--- config.mk ---
export PLATFORM = sky130hd
export DESIGN_NAME = wake_detect_top
export DESIGN_NICKNAME = d
export VERILOG_FILES = /design/src/rtl/wake_detect_pkg.sv /design/src/rtl/wake_sync.sv /design/src/rtl/wake_detect_dp.sv /design/src/rtl/wake_detect_ctrl.sv /design/src/rtl/wake_detect_top.sv
export SDC_FILE = /design/constraint.sdc
export NUM_CORES = 1
export LEC_CHECK = 0
export BUFFER_PORTS_ARGS = -buffer_cell sky130_fd_sc_hd__buf_2
export CAP_MARGIN = 20
export CORE_AREA = 2 2 84 86
export DETAILED_ROUTE_END_ITERATION = 10
export DIE_AREA = 0 0 86 88
export GPL_TIMING_DRIVEN = 1
export PLACE_DENSITY = 0.47
export SYNTH_ARGS = -nofsm -noshare
export SYNTH_HDL_FRONTEND = slang
export SYNTH_SLANG_ARGS = --single-unit
--- constraint.sdc ---
create_clock -name clk -period 3.02 [get_ports clk]
set_input_delay 0.604 -clock clk [delete_from_list [all_inputs] [get_ports clk]]
set_output_delay 0.604 -clock clk [all_outputs]
set_load 0.01 [all_outputs]
--- src/rtl/wake_detect_pkg.sv ---
`timescale 1ns/1ps
package wake_detect_pkg;

  // strobes from control to datapath
  typedef struct packed {
    logic busLoad;
    logic busInc;
    logic busClr;
    logic busFire;
    logic locLoad;
    logic locInc;
    logic locClr;
    logic locFire;
  } wake_strobe_t;

  // conditions reported by the datapath
  typedef struct packed {
    logic busLow;
    logic busFall;
    logic busFull;
    logic locLow;
    logic locFall;
    logic locFull;
    logic locRearmed;
  } wake_flag_t;

  typedef enum logic [0:0] {BUS_IDLE, BUS_LOW} bus_state_t;
  typedef enum logic [1:0] {LOC_BLOCK, LOC_IDLE, LOC_LOW} loc_state_t;

endpackage

--- src/rtl/wake_sync.sv ---
`timescale 1ns/1ps
module wake_sync #(
  parameter int STAGES = 2
) (
  input  logic clk,
  input  logic rstN,
  input  logic d,
  output logic q
);
  logic [STAGES-1:0] chain;

  always_ff @(posedge clk or negedge rstN) begin
    if (!rstN) chain <= '1;
    else       chain <= {chain[STAGES-2:0], d};
  end

  assign q = chain[STAGES-1];
endmodule

--- src/rtl/wake_detect_dp.sv ---
`timescale 1ns/1ps
module wake_detect_dp
  import wake_detect_pkg::*;
#(
  parameter int SYNC_STAGES   = 2,
  parameter int BUS_FILT_CYC  = 10000,
  parameter int LOC_FILT_CYC  = 10000,
  parameter int LOC_REARM_CYC = 1000
) (
  input  logic         clk,
  input  logic         rstN,
  input  logic         busLvl,
  input  logic         locLvl,
  input  wake_strobe_t strobe,
  output wake_flag_t   flag,
  output logic         busWake,
  output logic         locWake
);
  localparam int BUS_SAT_I = BUS_FILT_CYC + 1;
  localparam int BUS_W     = $clog2(BUS_SAT_I + 1);
  localparam int LOC_SAT_I = (LOC_FILT_CYC > LOC_REARM_CYC) ? LOC_FILT_CYC : LOC_REARM_CYC;
  localparam int LOC_W     = $clog2(LOC_SAT_I + 1);
  localparam logic [BUS_W-1:0] BUS_SAT   = BUS_W'(BUS_SAT_I);
  localparam logic [LOC_W-1:0] LOC_SAT   = LOC_W'(LOC_SAT_I);
  localparam logic [LOC_W-1:0] LOC_FILT  = LOC_W'(LOC_FILT_CYC);
  localparam logic [LOC_W-1:0] LOC_REARM = LOC_W'(LOC_REARM_CYC);

  logic [1:0] rawIn, syncIn;
  logic busPrev, locPrev;
  logic [BUS_W-1:0] busCnt;
  logic [LOC_W-1:0] locCnt;

  assign rawIn = {locLvl, busLvl};

  for (genvar i = 0; i < 2; i++) begin : g_sync
    wake_sync #(.STAGES(SYNC_STAGES)) sync_i (
      .clk (clk),
      .rstN(rstN),
      .d   (rawIn[i]),
      .q   (syncIn[i])
    );
  end

  always_ff @(posedge clk or negedge rstN) begin
    if (!rstN) begin
      busPrev <= 1'b1;
      locPrev <= 1'b1;
    end else begin
      busPrev <= syncIn[0];
      locPrev <= syncIn[1];
    end
  end

  // bus dominant timer, saturating one past the filter length
  always_ff @(posedge clk or negedge rstN) begin
    if (!rstN)                busCnt <= '0;
    else if (strobe.busLoad)  busCnt <= BUS_W'(1);
    else if (strobe.busClr)   busCnt <= '0;
    else if (strobe.busInc && busCnt != BUS_SAT) busCnt <= busCnt + 1'b1;
  end

  // local timer, shared by the low filter and the re-arm window
  always_ff @(posedge clk or negedge rstN) begin
    if (!rstN)                locCnt <= '0;
    else if (strobe.locLoad)  locCnt <= LOC_W'(1);
    else if (strobe.locClr)   locCnt <= '0;
    else if (strobe.locInc && locCnt != LOC_SAT) locCnt <= locCnt + 1'b1;
  end

  always_ff @(posedge clk or negedge rstN) begin
    if (!rstN) begin
      busWake <= 1'b0;
      locWake <= 1'b0;
    end else begin
      busWake <= strobe.busFire;
      locWake <= strobe.locFire;
    end
  end

  always_comb begin
    flag.busLow     = !syncIn[0];
    flag.busFall    = busPrev && !syncIn[0];
    flag.busFull    = (busCnt == BUS_SAT);
    flag.locLow     = !syncIn[1];
    flag.locFall    = locPrev && !syncIn[1];
    flag.locFull    = (locCnt >= LOC_FILT);
    flag.locRearmed = (locCnt >= LOC_REARM);
  end
endmodule

--- src/rtl/wake_detect_ctrl.sv ---
`timescale 1ns/1ps
module wake_detect_ctrl
  import wake_detect_pkg::*;
(
  input  logic         clk,
  input  logic         rstN,
  input  logic         sleepEn,
  input  wake_flag_t   flag,
  output wake_strobe_t strobe
);
  bus_state_t busSt, busNx;
  loc_state_t locSt, locNx;

  always_ff @(posedge clk or negedge rstN) begin
    if (!rstN) begin
      busSt <= BUS_IDLE;
      locSt <= LOC_BLOCK;
    end else if (!sleepEn) begin
      busSt <= BUS_IDLE;
      locSt <= LOC_BLOCK;
    end else begin
      busSt <= busNx;
      locSt <= locNx;
    end
  end

  always_comb begin
    strobe = '0;
    busNx  = busSt;
    locNx  = locSt;
    if (!sleepEn) begin
      strobe.busClr = 1'b1;
      strobe.locClr = 1'b1;
    end else begin
      unique case (busSt)
        BUS_IDLE: begin
          strobe.busClr = 1'b1;
          if (flag.busFall) begin
            strobe.busLoad = 1'b1;
            busNx          = BUS_LOW;
          end
        end
        BUS_LOW: begin
          if (flag.busLow) begin
            strobe.busInc = 1'b1;
          end else begin
            strobe.busFire = flag.busFull;
            strobe.busClr  = 1'b1;
            busNx          = BUS_IDLE;
          end
        end
        default: busNx = BUS_IDLE;
      endcase

      unique case (locSt)
        LOC_BLOCK: begin
          if (flag.locLow) begin
            strobe.locClr = 1'b1;
          end else if (flag.locRearmed) begin
            strobe.locClr = 1'b1;
            locNx         = LOC_IDLE;
          end else begin
            strobe.locInc = 1'b1;
          end
        end
        LOC_IDLE: begin
          strobe.locClr = 1'b1;
          if (flag.locFall) begin
            strobe.locLoad = 1'b1;
            locNx          = LOC_LOW;
          end
        end
        LOC_LOW: begin
          if (!flag.locLow) begin
            strobe.locClr = 1'b1;
            locNx         = LOC_IDLE;
          end else if (flag.locFull) begin
            strobe.locFire = 1'b1;
            strobe.locClr  = 1'b1;
            locNx          = LOC_BLOCK;
          end else begin
            strobe.locInc = 1'b1;
          end
        end
        default: locNx = LOC_BLOCK;
      endcase
    end
  end
endmodule

--- src/rtl/wake_detect_top.sv ---
`timescale 1ns/1ps
module wake_detect_top
  import wake_detect_pkg::*;
#(
  parameter int SYNC_STAGES   = 2,
  parameter int BUS_FILT_CYC  = 10000,
  parameter int LOC_FILT_CYC  = 10000,
  parameter int LOC_REARM_CYC = 1000
) (
  input  logic clk,
  input  logic rstN,
  input  logic sleepEn,
  input  logic busLvl,
  input  logic locLvl,
  output logic busWake,
  output logic locWake
);
  wake_strobe_t strobe;
  wake_flag_t   flag;

  wake_detect_ctrl ctrl_i (
    .clk    (clk),
    .rstN   (rstN),
    .sleepEn(sleepEn),
    .flag   (flag),
    .strobe (strobe)
  );

  wake_detect_dp #(
    .SYNC_STAGES  (SYNC_STAGES),
    .BUS_FILT_CYC (BUS_FILT_CYC),
    .LOC_FILT_CYC (LOC_FILT_CYC),
    .LOC_REARM_CYC(LOC_REARM_CYC)
  ) dp_i (
    .clk    (clk),
    .rstN   (rstN),
    .busLvl (busLvl),
    .locLvl (locLvl),
    .strobe (strobe),
    .flag   (flag),
    .busWake(busWake),
    .locWake(locWake)
  );
endmodule

# --- Yosys cells after proc, flatten, opt, wreduce, memory -nomap -nowiden ---
# Cells that the tools add are included.
totals:
  register_bits: 39
  elab_cells: 75
  in_bits: 5
  out_inout_bits: 2
op_classes:
  reduce_logical: 10
  addsub: 2
  eq_ne: 9
  magnitude_cmp: 2
  muxes: 41
  n_bitwise: 1
ops:
  columns: ["op", "count"]
  rows:
  - ["$mux W14", 6]
  - ["$add A14 B1 Y14 const B", 2]
  - ["$ne A14 B14 Y1 const B", 2]
  - ["$mux W1", 20]
  - ["$mux W2", 9]
  - ["$eq A14 B14 Y1 const B", 1]
  - ["$ge A14 B10 Y1 const B", 1]
  - ["$ge A14 B14 Y1 const B", 1]
  - ["$ne A3 B2 Y1 const B", 3]
  - ["$pmux W1 S2", 3]
  - ["$pmux W2 S3", 1]
  - ["$reduce_bool A3 Y1", 2]
  - ["$logic_and A1 B1 Y1", 4]
  - ["$ne A4 B2 Y1 const B", 1]
  - ["$reduce_and A4 Y1", 1]
  - ["$mux W3", 1]
  - ["$pmux W1 S3", 1]
  - ["$eq A2 B1 Y1 const B", 1]
  - ["$eq A2 B2 Y1 const B", 1]
  - ["$logic_not A1 Y1", 2]
  - ["$logic_not A2 Y1", 1]
  - ["$not A1 Y1", 1]

# --- Logic depth before layout (Yosys ltp) ---
# Gate-level depths: netlist (run 1).
depth:
  ltp_word: 9
  ltp_mapped: 8
  mapped_depth_nobuf: 8

# --- Cells and area by module ---
# From an unflattened synthesis (run 1), not the netlist that was laid out.
unflattened:
  cells_unflattened: 211
  hier_area_um2: 2050.7
modules_own_cells:
  columns: ["mod", "n_inst", "cells_each", "seq_area_each_um2", "area_each_um2"]
  rows:
  - ["wake_detect_dp", 1, 179, 803.3, 1716.6]
  - ["wake_detect_ctrl", 1, 28, 75.1, 229.0]
  - ["wake_sync", 2, 2, 52.6, 52.6]

# --- Worst setup path after synthesis (run 1) ---
# Ideal clock, no wire load.
synth_path:
  kind: "flip-flop to flip-flop"
  start: "reg dp_i.locCnt[4]"
  end: "reg dp_i.locCnt[5]"
  synth_period_minus_slack_ns: 1.985
  setup_time_ns: 0.076
  arrival_time_ns: 1.908
  stages_incl_launch_ff: 8
  path_buffers: 1
  slack_ns: 1.035
  path_cell_list: "dfrtp_1 -> nor4_1 -> a211oi_1 -> o221a_1 -> nand2b_4 -> buf_6 -> or4_1 -> o21ai_1"
synth_via:
  elab_chain_cells: 7
  word_cells_on_any_way: 21
  cone_classes: "add/sub (1); order compare (2); eq/ne (1); mux (15); reduce/logical (2)"
synth_rtl:
  columns: ["item", "line", "text"]
  rows:
  - ["from (decl)", "wake_detect_dp.sv:31", "logic [LOC_W-1:0] locCnt;"]
  - ["from (signal assigned)", "wake_detect_dp.sv:67", "else if (strobe.locInc && locCnt != LOC_SAT) locCnt <= locCnt + 1'b1;"]
  - ["$ge A14 B14 Y1 or $ge A14 B10 Y1 (tied branches)", "wake_detect_dp.sv:86, wake_detect_dp.sv:87", null]
  - ["$mux W2 (tied with other cells)", "wake_detect_ctrl.sv:77", "end else if (flag.locFull) begin"]
  - ["$mux W1, on equally long branches", "wake_detect_ctrl.sv:74, wake_detect_ctrl.sv:57", null]
  - ["$pmux W1 S3 or $pmux W1 S2 (tied branches)", "wake_detect_ctrl.sv:55", "unique case (locSt)"]
  - ["$mux W1 or $mux W3 (tied branches)", "wake_detect_ctrl.sv:31", "if (!sleepEn) begin"]
  - ["$mux W14 or $logic_and A1 B1 Y1 (tied branches)", "wake_detect_dp.sv:66, wake_detect_dp.sv:67", null]
  - ["$mux W14 or $reduce_bool A3 Y1 (tied branches)", null, null]
# Parallel ways exist; a longest one is shown, timed or not. The select of a mux whose other input is x is not followed.
# A chain may end at the register's enable or synchronous reset.

# --- Final worst setup path (run 1) ---
layout_path:
  start: "reg dp_i.locCnt[4]"
  end: "reg dp_i.locCnt[7]"
# The elaborated chain is that of the path after synthesis.

==> key figures, run 1 <==
Outcome
  – Outcome: complete, no violations

Layout
  – Layout area overhead: 10.69%
  – Share of layout cells above drive strength 1: 10.63%
  – Area of the multi-input gates: 905.9 um2
  – Fill cell count: 677
  – Fin nets: 215
  – Diodes inserted: 0
  – Register area: 983.4 um2
  – Final core occ: 32.18%

Power
  – Total power: 0.0009738 W
  – Leak Pwr: 0.8383 nW
  – Peak supply drop: 0.1647 mV
  – Power per cell area: 455.4 nW/um2

Global routing
  – Grt ovf: 0
  – Initial antenna violation count: 0
  – Number of global-route vias before repair: 1466
  – GR Util All Layers: 11.83%
  – Pin count of the biggest net entering global routing: 40
  – Wire length of the first global-routing pass: 7.072 mm

Setup path
  – Worst reg2reg setup slack: 0.75 ns
  – Critical R2R Launch: dp_i.locCnt[4]
  – Worst Setup End Kind: register
  – Crit Path Max Fanout: 11
  – Worst R2R End: dp_i.locCnt[7]
  – Critical Path AT: 2.43 ns
  – R2R depth: 6
  – Setup CP Type: register to register
  – Startpoint Class: register
  – Required @ worst endpoint: 3.18 ns

CTS
  – Clock buffer depth: 2
  – Clk slew on worst S/H paths: 0.08 ns
  – Clk_lat worst skew: 0.29 ns
  – H-tree Lvls: 2
  – Root Buffer: clkbuf_8
  – TritonCTS Buffers: 5
  – CTS resizes: 0
  – Setup Fix Bufs, Post-CTS: 0
  – CTS tree: done
  – Num Clock Sinks: 39
  – Hold buffers post-CTS: 0

Yosys
  – Sequential fraction of the synthesis area: 50.91%
  – Yosys Warn Count: 0
  – Commonest cells post-synth: dfrtp_1 (33), nor2_1 (29), nand2_1 (18)
  – Synth async-reset ratio: 100.0%
  – Ranking of synthesized cells by area: dfrtp_1 (43%), dfstp_2 (8.2%), nor2_1 (5.6%)
  – Post-Synthesis Cells: 198
  – Largest area contributor in the netlist: dfrtp_1
  – Number of synthesized flops with an enable pin: 0
  – Post-synth top area share: 42.75%
  – Most frequent cell after synthesis: dfrtp_1
  – Library cells used by synthesis: 40
  – Top_reg_cell synth: dfrtp_1
  – Post-synth net total: 207
  – #FFs+latches synth: 39
  – Post-Syn Area per Cell: 9.757 um2
  – Synthesized cell area: 1932 um2

Timing
  – Min Clock Period, post-route: 2.271 ns
  – Setup-failing EPs final: 0
  – Setup repair after global routing missed its margin: no
  – Worst-Margin Slew: 0.8632 ns
  – Setup TNS: 0 ns
  – FMAX: 440.3 MHz
  – Clk_skew: 0.007442 ns
  – Crit share post-route: 75.21%
  – Endpoints failing hold: 0
  – Slew headroom: 42.46%
  – Max-slew violation count: 0

Worst hold path
  – Hold Crit Endpoint: dp_i.g_sync[1].sync_i.chain[1]
  – Hold Startpoint: dp_i.g_sync[1].sync_i.chain[0]
  – Hold Path Depth: 0
  – Hold Path Class: register to register

Die
  – DIE HEIGHT: 88 um
  – # rows: 30
  – Initial Utilization: 29.08%
  – Chip width: 86 um
  – # IOs: 7
  – Die area: 7568 um2
  – Core area: 6644 um2

Drt
  – Via/cell ratio: 5.038
  – Routed len/inst: 13.74 um
  – Detailed Route WL: 3.944 mm
  – Residual DRC: 0
  – Initial DRC count: 54
  – Routed Antenna Nets: 0
  – Via count: 1446
  – Number of iterations in the first detailed-routing pass: 4

Run
  – Max-Cap Viols: 0

Place
  – Post-detail-place hpwl: 2.729 mm
  – RePlAce Congestion: 0.7711
  – Number of port buffers: 6
-- how the worst max path moves through the flow --
stage / startpoint / endpoint / slack (ns) / cells after the start
floorplan: dp_i.locCnt[4] / dp_i.locCnt[5] / 1.04 / 7
global placement: dp_i.locCnt[10] / dp_i.locCnt[10] / 0.86 / 6
detailed placement: sleepEn / dp_i.locCnt[10] / 0.81 / 6
CTS: dp_i.locCnt[4] / dp_i.locCnt[10] / 0.78 / 6
global route: dp_i.locCnt[4] / dp_i.locCnt[3] / 0.49 / 6
finish: dp_i.locCnt[4] / dp_i.locCnt[7] / 0.75 / 6
-- sequential cells by signal (all words and copies together), names as in the netlist --
name and flops:
ctrl_i.busSt 1, ctrl_i.locSt 2, dp_i.busCnt 14, dp_i.busPrev 1
dp_i.busWake 1, dp_i.g_sync.sync_i.chain 4, dp_i.locCnt 14, dp_i.locPrev 1
dp_i.locWake 1
-- power breakdown --
part / switching [W] / internal [W] / total (W)
sequential: 0.00000583 / 0.000531 / 0.000537
combinational: 0.0000249 / 0.00000978 / 0.0000347
clock: 0.000194 / 0.000208 / 0.000402
-- placed cells by master (no fill, tap or decap), drive strengths merged, types with 2 or more instances in the layout --
master,synthesis,layout
nor2b,2,2
nand2b,6,6
inv,4,4
dfrtp,33,33
and3,3,3
clkbuf,3,7
o21ai,8,8
or3,4,4
nand3,17,17
dfstp,6,6
a21oi,5,5
or4,3,3
xnor2,4,4
ha,4,4
nand4,7,7
buf,2,6
mux2i,3,3
o31ai,2,2
nor2,29,29
nor4,4,4
xor2,10,10
o211ai,4,4
a211oi,2,2
nor3,3,3
nand2,18,18
-- kinds of logic (layout without fill, tap and decap cells) --
kind of cell,after synthesis,after routing,share of synthesized area (%)
DFF,39,39,50.91
muxes,4,4,2.137
buffers and inverters,9,18,2.202
adders and majority gates,4,4,2.591
AOI/OAI and AO/OA,28,28,9.780
xor gates and xnor gates,14,14,6.347
and+or+nand+nor,100,100,26.04
-- metal layers --
metal / wire (um) / global-route usage, %
met4: 44 / 4.906
met5: 0 / 0
met1: 1862 / 14.83
met3: 100 / 2.922
met2: 1937 / 19.52
-- critical path, stage by stage (launching register included) --
cell	delay [ns]
dfrtp_1	0.45
nor4_1	0.33
a211oi_1	0.18
o21ai_1	0.32
nand2_1	0.30
o311ai_0	0.43
o41ai_1	0.13
-- metrics by stage --
step	instance area (um2)	instances	hold slack [ns]	worst slack (ns)
5_1_grt	2138	287	0.3649	0.4857
3_5_place_dp	2034	279	0.3489	0.8052
2_1_floorplan	1932	198	0.3084	1.035
6_report	2138	287	0.3584	0.7488
4_1_cts	2138	287	0.3614	0.7823
3_3_place_gp	2034	279	0.3461	0.8572
-- final cells by class --
cell class                      count  area share [%]
Sequential cell                    39           45.99
Multi-Input combinational cell    150           42.36
Tap cell                           80           4.681
Clock buffer                        7           4.506
Timing Repair Buffer                6           1.404
Inverter                            4          0.7022
Clock inverter                      1          0.3511
(Power assumes the default switching activity.)
==> run 2: changes to the inputs <==
Settings changed: PLACE_DENSITY 0.47 to 0.48.
Clock period 3.02 ns to 1.86 ns, I/O delays scaled along.
==> key figures, run 2 (synthesis gave the netlist of run 1 again) <==
Outcome
  – Outcome: complete, but fails checks
  – Failing checks: negative setup slack

Global routing
  – Pin count of the biggest net entering global routing: 23
  – Initial antenna violation count: 0
  – Number of global-route vias before repair: 1627
  – GR Util All Layers: 13.30%
  – Wire length of the first global-routing pass: 7.741 mm
  – Grt ovf: 0

Layout
  – Finished Cell Area: 2492 um2
  – Largest registers: dp_i.busCnt: 14 flops, dp_i.locCnt: 14 flops, dp_i.g_sync.sync_i.chain: 4 flops
  – Share of layout cells above drive strength 1: 29.75%
  – Fin nets: 250
  – Most frequent cells in the layout: buf_4 (33), dfrtp_1 (32), nor2_1 (28)
  – Most common cell after layout, fill and taps aside: buf_4
  – Diodes inserted: 0
  – Layout area overhead: 29.02%

Setup path
  – Critical Path AT: 2.13 ns
  – Required @ worst endpoint: 2.08 ns
  – Worst Setup End Kind: register
  – Setup CP Type: register to register
  – Startpoint Class: register
  – CP Launch Point: dp_i.locCnt[11]
  – Number of buffers and inverters on the critical path: 1
  – Crit-path slowest cell: dfrtp_1
  – Worst R2R End: dp_i.locCnt[12]
  – Critical R2R Launch: dp_i.locCnt[11]
  – R2R depth: 7
  – CP endpoint: dp_i.locCnt[12]
  – Delay-heaviest family, CP: compound AO/OA/AOI/OAI gates
  – Crit Path Max Fanout: 4
  – Worst path cell trace: a311oi_2 > a211oi_2 > o21ai_2 > buf_4 > nand3_4 > or3_4 > a21oi_2
  – Max stage delay on crit path: 0.45 ns
  – Worst reg2reg setup slack: -0.05 ns
  – WP depth: 7

Timing
  – Max-slew violation count: 0
  – Clk_skew: 0.007257 ns
  – Crit share post-route: 102.5%
  – Slew headroom: 68.18%
  – Setup TNS: -0.1816 ns
  – Setup-failing EPs final: 6
  – Final hold slack: 0.02813 ns
  – Final WS setup: -0.04624 ns
  – Endpoints failing hold: 0
  – Setup repair after global routing missed its margin: yes
  – Worst-Margin Slew: 0.4772 ns
  – Min Clock Period, post-route: 1.906 ns
  – FMAX: 524.6 MHz

CTS
  – CTS tree: done
  – TritonCTS Buffers: 5
  – Num Clock Sinks: 39
  – Hold buffers post-CTS: 0
  – Clk slew on worst S/H paths: 0.08 ns
  – H-tree Lvls: 2
  – Root Buffer: clkbuf_8
  – Clock buffer depth: 2
  – Clk_lat worst skew: 0.29 ns

Drt
  – Routed len/inst: 14.34 um
  – Via/cell ratio: 4.932
  – Routed Antenna Nets: 0
  – Via count: 1588
  – Initial DRC count: 64
  – Residual DRC: 0
  – Number of iterations in the first detailed-routing pass: 4
  – Detailed Route WL: 4.619 mm

Die
  – Die area: 7568 um2
  – Core area: 6644 um2
  – # IOs: 7
  – # rows: 30
  – Initial Utilization: 29.08%
  – Chip width: 86 um
  – DIE HEIGHT: 88 um

Power
  – Leak Pwr: 1.032 nW
  – Peak supply drop: 0.3582 mV
  – Power per cell area: 614.0 nW/um2

Worst hold path
  – Hold Path Class: input pin to asynchronous set/reset pin

Place
  – Number of port buffers: 6
  – RePlAce Congestion: 0.8081
  – Placed inst area: 2302 um2
  – Post-detail-place hpwl: 3.255 mm

Run
  – Max-Cap Viols: 0
[run 2: changes by cell type in the layout (fill, tap and decap cells not counted), sizes merged]
cell / previous run / this run
buf: 6 / 41
clkbuf: 7 / 6
clkinv: 0 / 1
[run 2: worst reg2reg max path, cell delays in order, from the launching register on]
cell      delay [ns]
dfrtp_1         0.45
a311oi_2        0.31
a211oi_2        0.10
o21ai_2         0.20
buf_4           0.17
nand3_4         0.08
or3_4           0.38
a21oi_2         0.13
[run 2: final cells by class]
type	instances	area (um2)
clock buffers	6	72.57
clock inverters	2	12.51
fillers	659	4151
inverters	4	15.01
multi-input cells	150	998.5
flip-flops and latches	39	984.7
well taps	80	100.1
repair buffers	41	309.0
[run 2: worst min path at each step]
stage / to / slack [ns] / start / cells past startpoint
finish: dp_i.busCnt[13] / 0.03 / rstN / 1
global route: dp_i.locCnt[9] / 0.06 / rstN / 1
CTS: dp_i.busCnt[13] / 0.03 / rstN / 1
detailed placement: dp_i.g_sync[0].sync_i.chain[1] / 0.35 / dp_i.g_sync[0].sync_i.chain[0] / 0
global placement: dp_i.g_sync[0].sync_i.chain[1] / 0.35 / dp_i.g_sync[0].sync_i.chain[0] / 0
floorplan: ctrl_i.busSt / 0.08 / rstN / 0
[run 2: stage by stage]
stage	std cells	util (%)	total power (W)	worst slack, ns
after detailed placement	311	34.65	0.0009733	-0.06063
after CTS	321	36.80	0.001559	-0.03653
after global placement	311	34.65	0.0009737	-0.09473
after global routing	322	37.51	0.001607	-0.1453
final	322	37.51	0.001530	-0.04624
after floorplan	198	-	0.0009177	-0.05572
[run 2: power breakdown]
group / internal [W] / leakage [nW] / total (W) / switching, W
clock network: 0.000262 / 0.0412 / 0.000570 / 0.000308
logic: 0.0000365 / 0.469 / 0.0000901 / 0.0000536
registers: 0.000862 / 0.521 / 0.000870 / 0.00000779
total: 0.00116 / 1.03 / 0.00153 / 0.000369
[run 2: layer usage]
layer,vias up,wire (um),global-route usage [%]
li1,789,-,-
met1,773,2103,16.37
met2,20,2306,21.92
met3,6,131,3.299
met4,0,78,6.349
met5,-,0,0
[run 2: repair_timing]
| item | in CTS | in global routing |
|---|---|---|
| endpoints found under the setup margin | 11 | 14 |
| gates resized for setup | 9 | 9 |
| buffers inserted | 2 | 2 |
| pin swaps | 1 | 5 |
==> run 3: changes to the inputs <==
Settings changed: CORE_AREA 2 2 84 86 to 2 2 69 104, DIE_AREA 0 0 86 88 to 0 0 71 106.
==> key figures, run 3 (synthesis gave the netlist of run 1 again) <==
Drt
  – Routed Antenna Nets: 0
  – Number of iterations in the first detailed-routing pass: 4
  – Routed len/inst: 14.18 um
  – Detailed Route WL: 4.622 mm
  – Via/cell ratio: 4.969
  – Via count: 1620
  – Residual DRC: 0
  – Initial DRC count: 44

CTS
  – Clk_lat worst skew: 0.29 ns
  – Clock buffer depth: 2
  – Hold buffers post-CTS: 0
  – TritonCTS Buffers: 5
  – Clk slew on worst S/H paths: 0.08 ns
  – CTS tree: done
  – Root Buffer: clkbuf_8
  – Num Clock Sinks: 39
  – H-tree Lvls: 2

Global routing
  – Pin count of the biggest net entering global routing: 23
  – GR Util All Layers: 13.04%
  – Number of global-route vias before repair: 1591
  – Initial antenna violation count: 0
  – Wire length of the first global-routing pass: 7.659 mm
  – Grt ovf: 0

Die
  – Initial Utilization: 28.78%
  – # rows: 37
  – DIE HEIGHT: 106 um
  – Die area: 7526 um2
  – Core area: 6713 um2
  – # IOs: 7
  – Chip width: 71 um

Layout
  – Most common cell after layout, fill and taps aside: buf_4
  – Fill cell count: 661
  – Layout area overhead: 34.20%
  – Largest registers: dp_i.busCnt: 14 flops, dp_i.locCnt: 14 flops, dp_i.g_sync.sync_i.chain: 4 flops
  – Diodes inserted: 0
  – Most frequent cells in the layout: buf_4 (33), dfrtp_1 (32), nor2_1 (28)
  – Final non-filler cell total: 326
  – Final core occ: 38.62%
  – Fin nets: 256
  – Share of layout cells above drive strength 1: 31.85%

Timing
  – Setup TNS: -0.1034 ns
  – Crit share post-route: 102.8%
  – FMAX: 523.2 MHz
  – Final WS setup: -0.05136 ns
  – Setup-failing EPs final: 3
  – Min Clock Period, post-route: 1.911 ns
  – Slew headroom: 71.31%
  – Worst-Margin Slew: 0.4304 ns
  – Endpoints failing hold: 0
  – Clk_skew: 0.001983 ns
  – Setup repair after global routing missed its margin: yes
  – Max-slew violation count: 0

Power
  – Peak supply drop: 0.3720 mV
  – Power per cell area: 656.1 nW/um2
  – Leak Pwr: 1.103 nW

Setup path
  – Required @ worst endpoint: 2.09 ns
  – Worst R2R End: dp_i.locCnt[10]
  – Critical R2R Launch: dp_i.locCnt[4]
  – Worst Setup End Kind: register
  – R2R depth: 6
  – Critical Path AT: 2.14 ns
  – Setup CP Type: register to register
  – Worst reg2reg setup slack: -0.05 ns
  – Startpoint Class: register
  – Crit Path Max Fanout: 5

Outcome
  – Failing checks: negative setup slack
  – Outcome: complete, but fails checks

Place
  – RePlAce Congestion: 0.7719
  – Post-detail-place hpwl: 3.392 mm
  – Number of port buffers: 6
  – Setup WS pre-CTS: -0.2287 ns
  – Placed cells: 307

Run
  – Max-Cap Viols: 0

Worst hold path
  – Hold Path Class: input pin to asynchronous set/reset pin
## run 3: area by class of cell
| cell class | count | area, um2 | share of cell area, % |
|---|---|---|---|
| Sequential cell | 39 | 984.7 | 37.98 |
| Multi-Input combinational cell | 151 | 1012 | 39.04 |
| Tap cell | 78 | 97.59 | 3.764 |
| Clock inverter | 2 | 35.03 | 1.351 |
| Inverter | 4 | 15.01 | 0.5791 |
| Timing Repair Buffer | 46 | 365.4 | 14.09 |
| Clock buffer | 6 | 82.58 | 3.185 |
## run 3: metal layers
metal  part of all wire, %  track usage (%)  wire, um
met3                   2.5            2.370       115
met1                    40            13.64      1826
met4                   1.8            5.256        85
met5                     0                0         0
met2                    56            24.90      2596
## run 3: how the worst max path moves through the flow
stage / end / cells after the start / start / slack, ns
3_5_place_dp: dp_i.locCnt[1] / 7 / dp_i.locCnt[12] / -0.23
4_1_cts: dp_i.locCnt[10] / 7 / dp_i.locCnt[7] / -0.04
6_report: dp_i.locCnt[10] / 6 / dp_i.locCnt[4] / -0.05
3_3_place_gp: dp_i.locCnt[1] / 7 / dp_i.locCnt[12] / -0.24
5_1_grt: dp_i.locCnt[12] / 7 / dp_i.locCnt[7] / -0.13
2_1_floorplan: dp_i.locCnt[10] / 7 / dp_i.locCnt[7] / -0.06
## run 3: repair_timing
| action | in CTS | in global routing |
|---|---|---|
| endpoints found under the setup margin | 14 | 13 |
| pin swaps | 2 | 8 |
| setup buffers | 3 | 7 |
| cloned | 1 | 0 |
| hold endpoints to repair | 0 | 0 |
| gates resized for setup | 7 | 19 |
## run 3: stage by stage
step                      cell area [um2]  hold slack (ns)  total power [W]
after floorplan                      1947          0.07641        0.0009177
after global placement               2285           0.3361        0.0009738
after detailed placement             2285           0.3385        0.0009736
after CTS                            2455          0.01584         0.001719
after global routing                 2592          0.02659         0.001777
final                                2592          0.01071         0.001701
## run 3: critical path: stages, from the launching register on
cell and delay (ns):
dfrtp_2 0.46, o211ai_1 0.28, o2111ai_2 0.16, o221a_1 0.25, nand2b_4 0.17, or4_4 0.47
nand2_1 0.07
## run 3: power breakdown
group          total (W)  internal (W)  leakage (nW)  switching [W]
clock           0.000728      0.000434        0.0612       0.000294
combinational   0.000103     0.0000468         0.520      0.0000561
sequential      0.000870      0.000862         0.521     0.00000766
total            0.00170       0.00134          1.10       0.000358
